`src/rtl/shreg_pkg.sv`:
```
// Shared types for the bidirectional shift register.
// Assumes the 2-bit mode code layout given in the brief.
package shreg_pkg;

    typedef enum logic [1:0] {
        MODE_CLEAR = 2'b00,
        MODE_RIGHT = 2'b01,
        MODE_LEFT  = 2'b10,
        MODE_HOLD  = 2'b11
    } shreg_mode_e;

    // One strobe per action; exactly one is set for any defined code.
    typedef struct packed {
        logic clr;
        logic shr;
        logic shl;
        logic hld;
    } shreg_ctl_t;

endpackage

```
`src/rtl/shreg_mode_dec.sv`:
```
// Turns the raw 2-bit mode code into one strobe per action.
// Assumes the code is known; an unknown code asserts no strobe.
module shreg_mode_dec
    import shreg_pkg::*;
(
    input  logic [1:0] mode,
    output shreg_ctl_t ctl
);

    // Decode the mode code into action strobes.
    always_comb begin
        ctl = '0;
        case (shreg_mode_e'(mode))
            MODE_CLEAR: ctl.clr = 1'b1;
            MODE_RIGHT: ctl.shr = 1'b1;
            MODE_LEFT:  ctl.shl = 1'b1;
            MODE_HOLD:  ctl.hld = 1'b1;
            default:    ctl = '0;
        endcase
    end

endmodule

```
`src/rtl/shreg_bit_sel.sv`:
```
// Picks the next value of one register bit from the action strobes.
// Assumes the caller wires the upper neighbour (or the MSB serial
// input) to from_up and the lower neighbour (or the LSB serial input)
// to from_dn.
module shreg_bit_sel
    import shreg_pkg::*;
(
    input  shreg_ctl_t ctl,
    input  logic       cur,
    input  logic       from_up,
    input  logic       from_dn,
    output logic       nxt
);

    // Four-way selection of the next bit value.
    always_comb begin
        if (ctl.shr)      nxt = from_up;
        else if (ctl.shl) nxt = from_dn;
        else if (ctl.hld) nxt = cur;
        else              nxt = 1'b0;
    end

endmodule

```
`src/rtl/bidir_shreg3.sv`:
```
// Bidirectional shift register with a synchronous clear and a hold mode.
// Assumes WIDTH >= 2 and that rst_n is synchronous to clk.
module bidir_shreg3
    import shreg_pkg::*;
#(
    parameter int WIDTH = 3
) (
    input  logic             clk,
    input  logic             rst_n,
    input  logic [1:0]       mode,
    input  logic             ser_in_msb,
    input  logic             ser_in_lsb,
    output logic [WIDTH-1:0] q
);

    localparam int MSB = WIDTH - 1;

    shreg_ctl_t       ctl;
    logic [WIDTH-1:0] q_r;
    logic [WIDTH-1:0] q_nxt;

    shreg_mode_dec u_dec (
        .mode (mode),
        .ctl  (ctl)
    );

    // One selector per bit; the end bits take a serial input.
    for (genvar i = 0; i < WIDTH; i++) begin : g_bit
        logic up_src;
        logic dn_src;
        if (i == MSB) begin : g_top
            assign up_src = ser_in_msb;
        end else begin : g_mid_up
            assign up_src = q_r[i+1];
        end
        if (i == 0) begin : g_bot
            assign dn_src = ser_in_lsb;
        end else begin : g_mid_dn
            assign dn_src = q_r[i-1];
        end
        shreg_bit_sel u_sel (
            .ctl     (ctl),
            .cur     (q_r[i]),
            .from_up (up_src),
            .from_dn (dn_src),
            .nxt     (q_nxt[i])
        );
    end

    // State register with synchronous active-low reset.
    always_ff @(posedge clk) begin
        if (!rst_n) q_r <= '0;
        else        q_r <= q_nxt;
    end

    assign q = q_r;

    // synchronous reset clears the register.
    a_r1_reset_clears: assert property (@(posedge clk)
        !rst_n |=> (q == '0));

    // clear code empties the register.
    a_r2_clear: assert property (@(posedge clk) disable iff (!rst_n)
        (mode == 2'b00) |=> (q == '0));

    // right shift moves bits down, MSB from its serial input.
    a_r3_shift_right: assert property (@(posedge clk) disable iff (!rst_n)
        (mode == 2'b01) |=> (q == {$past(ser_in_msb), $past(q[MSB:1])}));

    // left shift moves bits up, LSB from its serial input.
    a_r4_shift_left: assert property (@(posedge clk) disable iff (!rst_n)
        (mode == 2'b10) |=> (q == {$past(q[MSB-1:0]), $past(ser_in_lsb)}));

    // hold code leaves the register untouched.
    a_r5_hold: assert property (@(posedge clk) disable iff (!rst_n)
        (mode == 2'b11) |=> $stable(q));

endmodule

```
`config.mk`:
```
export PLATFORM = sky130hd
export DESIGN_NAME = bidir_shreg3
export DESIGN_NICKNAME = d
export VERILOG_FILES = /design/src/rtl/shreg_pkg.sv /design/src/rtl/shreg_mode_dec.sv /design/src/rtl/shreg_bit_sel.sv /design/src/rtl/bidir_shreg3.sv
export SDC_FILE = /design/constraint.sdc
export NUM_CORES = 1
export LEC_CHECK = 0
export BUFFER_PORTS_ARGS = -buffer_cell sky130_fd_sc_hd__clkbuf_2
export CAP_MARGIN = 15
export CELL_PAD_IN_SITES_DETAIL_PLACEMENT = 1
export CELL_PAD_IN_SITES_GLOBAL_PLACEMENT = 1
export CORE_AREA = 2 2 39 41
export DETAILED_ROUTE_END_ITERATION = 6
export DIE_AREA = 0 0 41 43
export PLACE_DENSITY_LB_ADDON = 0.12
export RECOVER_POWER = 100
export SYNTH_ARGS = -nofsm -noshare
export SYNTH_HDL_FRONTEND = slang
export SYNTH_SLANG_ARGS = --single-unit
export TNS_END_PERCENT = 30
```
`constraint.sdc`:
```
create_clock -name clk -period 0.8 [get_ports clk]
set_input_delay 0.12 -clock clk [delete_from_list [all_inputs] [get_ports clk]]
set_output_delay 0.12 -clock clk [all_outputs]
set_load 0.005 [all_outputs]
```
Yosys cells after proc, flatten, opt, wreduce, memory -nomap -nowiden --
Index checks and enable logic that the tools add are counted.
Storage, ports and cells: memory bits (read-only) 0, latch bits 0, bits in registers 3, word-level logic and storage cells 15, RAM bits 0, output and inout port bits 3, memories 0, bits of input ports 6
Cells by class: bitwise gates (word level) 0, $add $sub $neg 0, multiply operators 0, shift-type cells 0, divide/modulo/power cells 0, muxes and demuxes 10, $lt $le $gt $ge 0, reduce and logical (&&, ||, !) cells 0, equal/unequal tests 4
Operator list (count):
- two-way mux 1 bit | 10
- == test 2 bit, second input constant | 2
- != test 3 x 1 -> 1 bit, second input constant | 1
- == test 2 x 1 -> 1 bit, second input constant | 1

Depth between registers and ports, before layout --
word-level depth 5, gate-level depth with buffers 2, depth with buffers taken out 2

Hierarchy --
A second synthesis with hierarchy kept.
Second synthesis, totals: cell total of the unflattened synthesis 22, area total of the unflattened synthesis 214.0 sq um
Modules (own cells, without submodules):
- shreg_bit_sel | cells each 4, sequential area each 0.0 sq um, instances 3, area an instance 36.3 sq um
- bidir_shreg3 | cells each 6, sequential area each 60.1 sq um, instances 1, area an instance 78.8 sq um
- shreg_mode_dec | cells each 4, sequential area each 0.0 sq um, instances 1, area an instance 26.3 sq um

Worst setup path before layout --
OpenSTA, ideal clock, no wires.
kind register -> register, from reg q_r[1] (netlist: q[1]), to reg q_r[2] (netlist: q[2]), library setup time 0.121 ns, path slack 0.186 ns, stages on the path, launching flop included 3, data required time 0.679 ns, clock period less this slack 0.614 ns, arrival 0.493 ns, buffers on the path 0, cell sequence dfxtp_1 > mux2i_1 > o22ai_1
On the way: longest elaborated chain between the ends 2
Ends and longest elaborated chain:
- from (decl) | RTL line bidir_shreg3.sv:19 | logic [WIDTH-1:0] q_r;
- from (signal assigned) | RTL line bidir_shreg3.sv:53 | else q_r <= q_nxt;
- two-way mux 1 bit | RTL line shreg_bit_sel.sv:18 | else if (ctl.shl) nxt = from_dn;
- two-way mux 1 bit | RTL line shreg_bit_sel.sv:17 | if (ctl.shr) nxt = from_up;
No other way between the ends. A chain may end at the register's enable or synchronous reset.

Final worst setup path --
from reg q_r[2] (netlist: q[2]), to out q[2]
RTL lines:
- to (decl) | RTL line bidir_shreg3.sv:13 | output logic [WIDTH-1:0] q
No word-level cell between the ends.

==> qor.yml <==
worst_setup_path:
  startpoint_type: "flop"
  critPathBufInv: 1
  crit_family: "flip-flops"
  cp_max_fo: 2
  setup.worst_path.class: "flop to output port"
  worst_ep_required_time_ps: 680
  critical_path.slowest_cell: "dfxtp_2"
  slowest_delay_ps: 320
  crit_chain: "clkbuf_2"
  end_kind: "output port"
  arrival_ps: 650
timing:
  relSlewSlack_pct: 91.9
  finalHoldViolCount: 0
  clock-skew-final_ps: 1.09
  period_share_pct: 96.4
  post-route-min-period_ps: 771
  worst_pin_slew_ps: 118
  setup_tns_ps: 0
  fmaxAchievable_ghz: 1.30
  grt_setup_unrepaired: "yes"
  holdWs_ps: 132
  slew_violations: 0
  setup_viol: 0
route:
  vias_per_cell: 3.47
  vias: 156
  drtIter0Drc: 1
  drtAntennaViolNets: 0
  wl_um: 423
  wl_per_cell_um: 9.40
  drc_errors: 0
  drt_first_pass_iters: 2
placed_design:
  place.gp.congestion: 0.652
  io_buffers: 8
floorplan:
  die_height_um: 43
  initial_core_util_pct: 11.0
  rows: 14
  coreArea_mm2: 0.00138
  io-pin-count: 9
  die-area_mm2: 0.00176
  dieWidth_um: 41
power_and_ir_drop:
  power-per-cell-area_mw_per_mm2: 1940
  p_int_uw: 369
  finalPower_uw: 467
  seq_power_share_pct: 33.9
  leakage_nw: 0.117
  p_switching_uw: 98.4
  pwr-share-comb_pct: 10.3
  switching_share_pct: 21.1
  p_clk_share_pct: 55.8
  ir_worst_vdd_uv: 559
global_route:
  grt_usage_pct: 7.21
  grt_max_degree: 5
  grt_pass1_vias: 167
  grt_pass1_wl_um: 731
  grt_antenna_before_repair: 0
  grt-ovfl-total: 0
clocking:
  cts_tree: "built"
  htreeDepth: 1
  holdBufCountCts: 0
  cts_buffer_depth: 2
  cts_buffers: 3
  clk_pin_slew_ps: 40
  clk_latency_ps: 230
  cts.sink_count: 3
  root_buffer: "clkbuf_4"
synth:
  synth_cell_type_count: 6
  syn-instance-count: 17
  synth_area_um2: 153
  yosysWarnings: 0
  synth_top_area_share_pct: 39.3
  synth.area.top_cells: "dfxtp_1 39%, mux2i_1 20%, buf_4 15%"
  synthesis.nets: 23
  syn_area_per_cell_um2: 8.98
  seq_area_frac_synth_pct: 39.3
  yosysTopAreaCell: "dfxtp_1"
  ys_ff_latch: 3
cells_and_area:
  drive_above_1_share_pct: 58.6
  multi_input_area_um2: 70.1
  fin_nets: 36
  fillers: 169
  largest_reg_flops: 3
  seqCellArea_um2: 63.8
  syn2layout_area_growth_pct: 57.4
  post-route-util_pct: 17.4
  num_antenna_cells: 0
hold_path:
  hold_path.class: "input port to flop"
outcome:
  status: "finished clean"
run:
  cap_violations: 0
-- layer usage --
metal  GRT usage, %  wire, um  vias to the layer above
met5              0         0                        -
met4           8.00        27                        0
met3           4.71        22                        2
met2           7.50       177                        7
met1           8.63       195                       67
li1               -         -                       80
-- Yosys cell counts (all sizes together) --
master  number
nand2        4
buf          3
dfxtp        3
mux2i        3
o22ai        3
nand2b       1
-- through the flow --
step / worst slack, ps / area (um2) / instances
2_1_floorplan: 186 / 153 / 17
3_3_place_gp: 111 / 190 / 38
3_5_place_dp: 124 / 190 / 38
4_1_cts: -2.71 / 228 / 43
5_1_grt: -14.8 / 240 / 45
6_report: 28.9 / 240 / 45
-- worst paths after layout --
kind                            depth (start not counted)  slack, ps    to       start
worst min register to register                          3        600  q[0]        q[1]
worst min-delay path                                    3        130  q[2]  ser_in_msb
worst max-delay path                                    1         30  q[2]        q[2]
worst max register to register                          3         40  q[2]        q[2]
-- power groups by stage --
stage	combinational (mW)	sequential, mW	clock [mW]
after floorplan	0.0228	0.160	0
after global placement	0.0422	0.161	0
after detailed placement	0.0418	0.161	0
after CTS	0.0438	0.159	0.279
after global routing	0.0543	0.158	0.309
final	0.0481	0.158	0.261
-- repair_timing --
item,in CTS,in global routing
setup endpoints to repair,3,3
setup buffers,1,2
gates resized for setup,3,0
-- layout by cell type, fill, tap and decap left out --
cell,instances
o22ai_1,3
clkbuf_1,1
nand2b_1,1
mux2i_1,3
clkbuf_2,9
nand2_1,4
dfxtp_2,3
buf_4,2
clkbuf_4,3
-- logic make-up after synthesis --
family | count (synthesis) | share of synthesized area [%]
simple gates | 5 | 13.9
buf+inv | 3 | 14.8
mux | 3 | 19.7
flops | 3 | 39.3
compound gates | 3 | 12.3
-- worst reg2reg max path: stages (launching register included) --
cell,delay [ps]
dfxtp_2,310
buf_4,130
mux2i_1,120
o22ai_1,90
-- layout make-up --
class / instances / share of cell area, %
timing repair buffer: 11 / 25.0
tap: 16 / 8.33
sequential: 3 / 26.6
clock buffer: 4 / 10.9
multi-input combinational: 11 / 29.2
(Power assumes the default switching activity.)
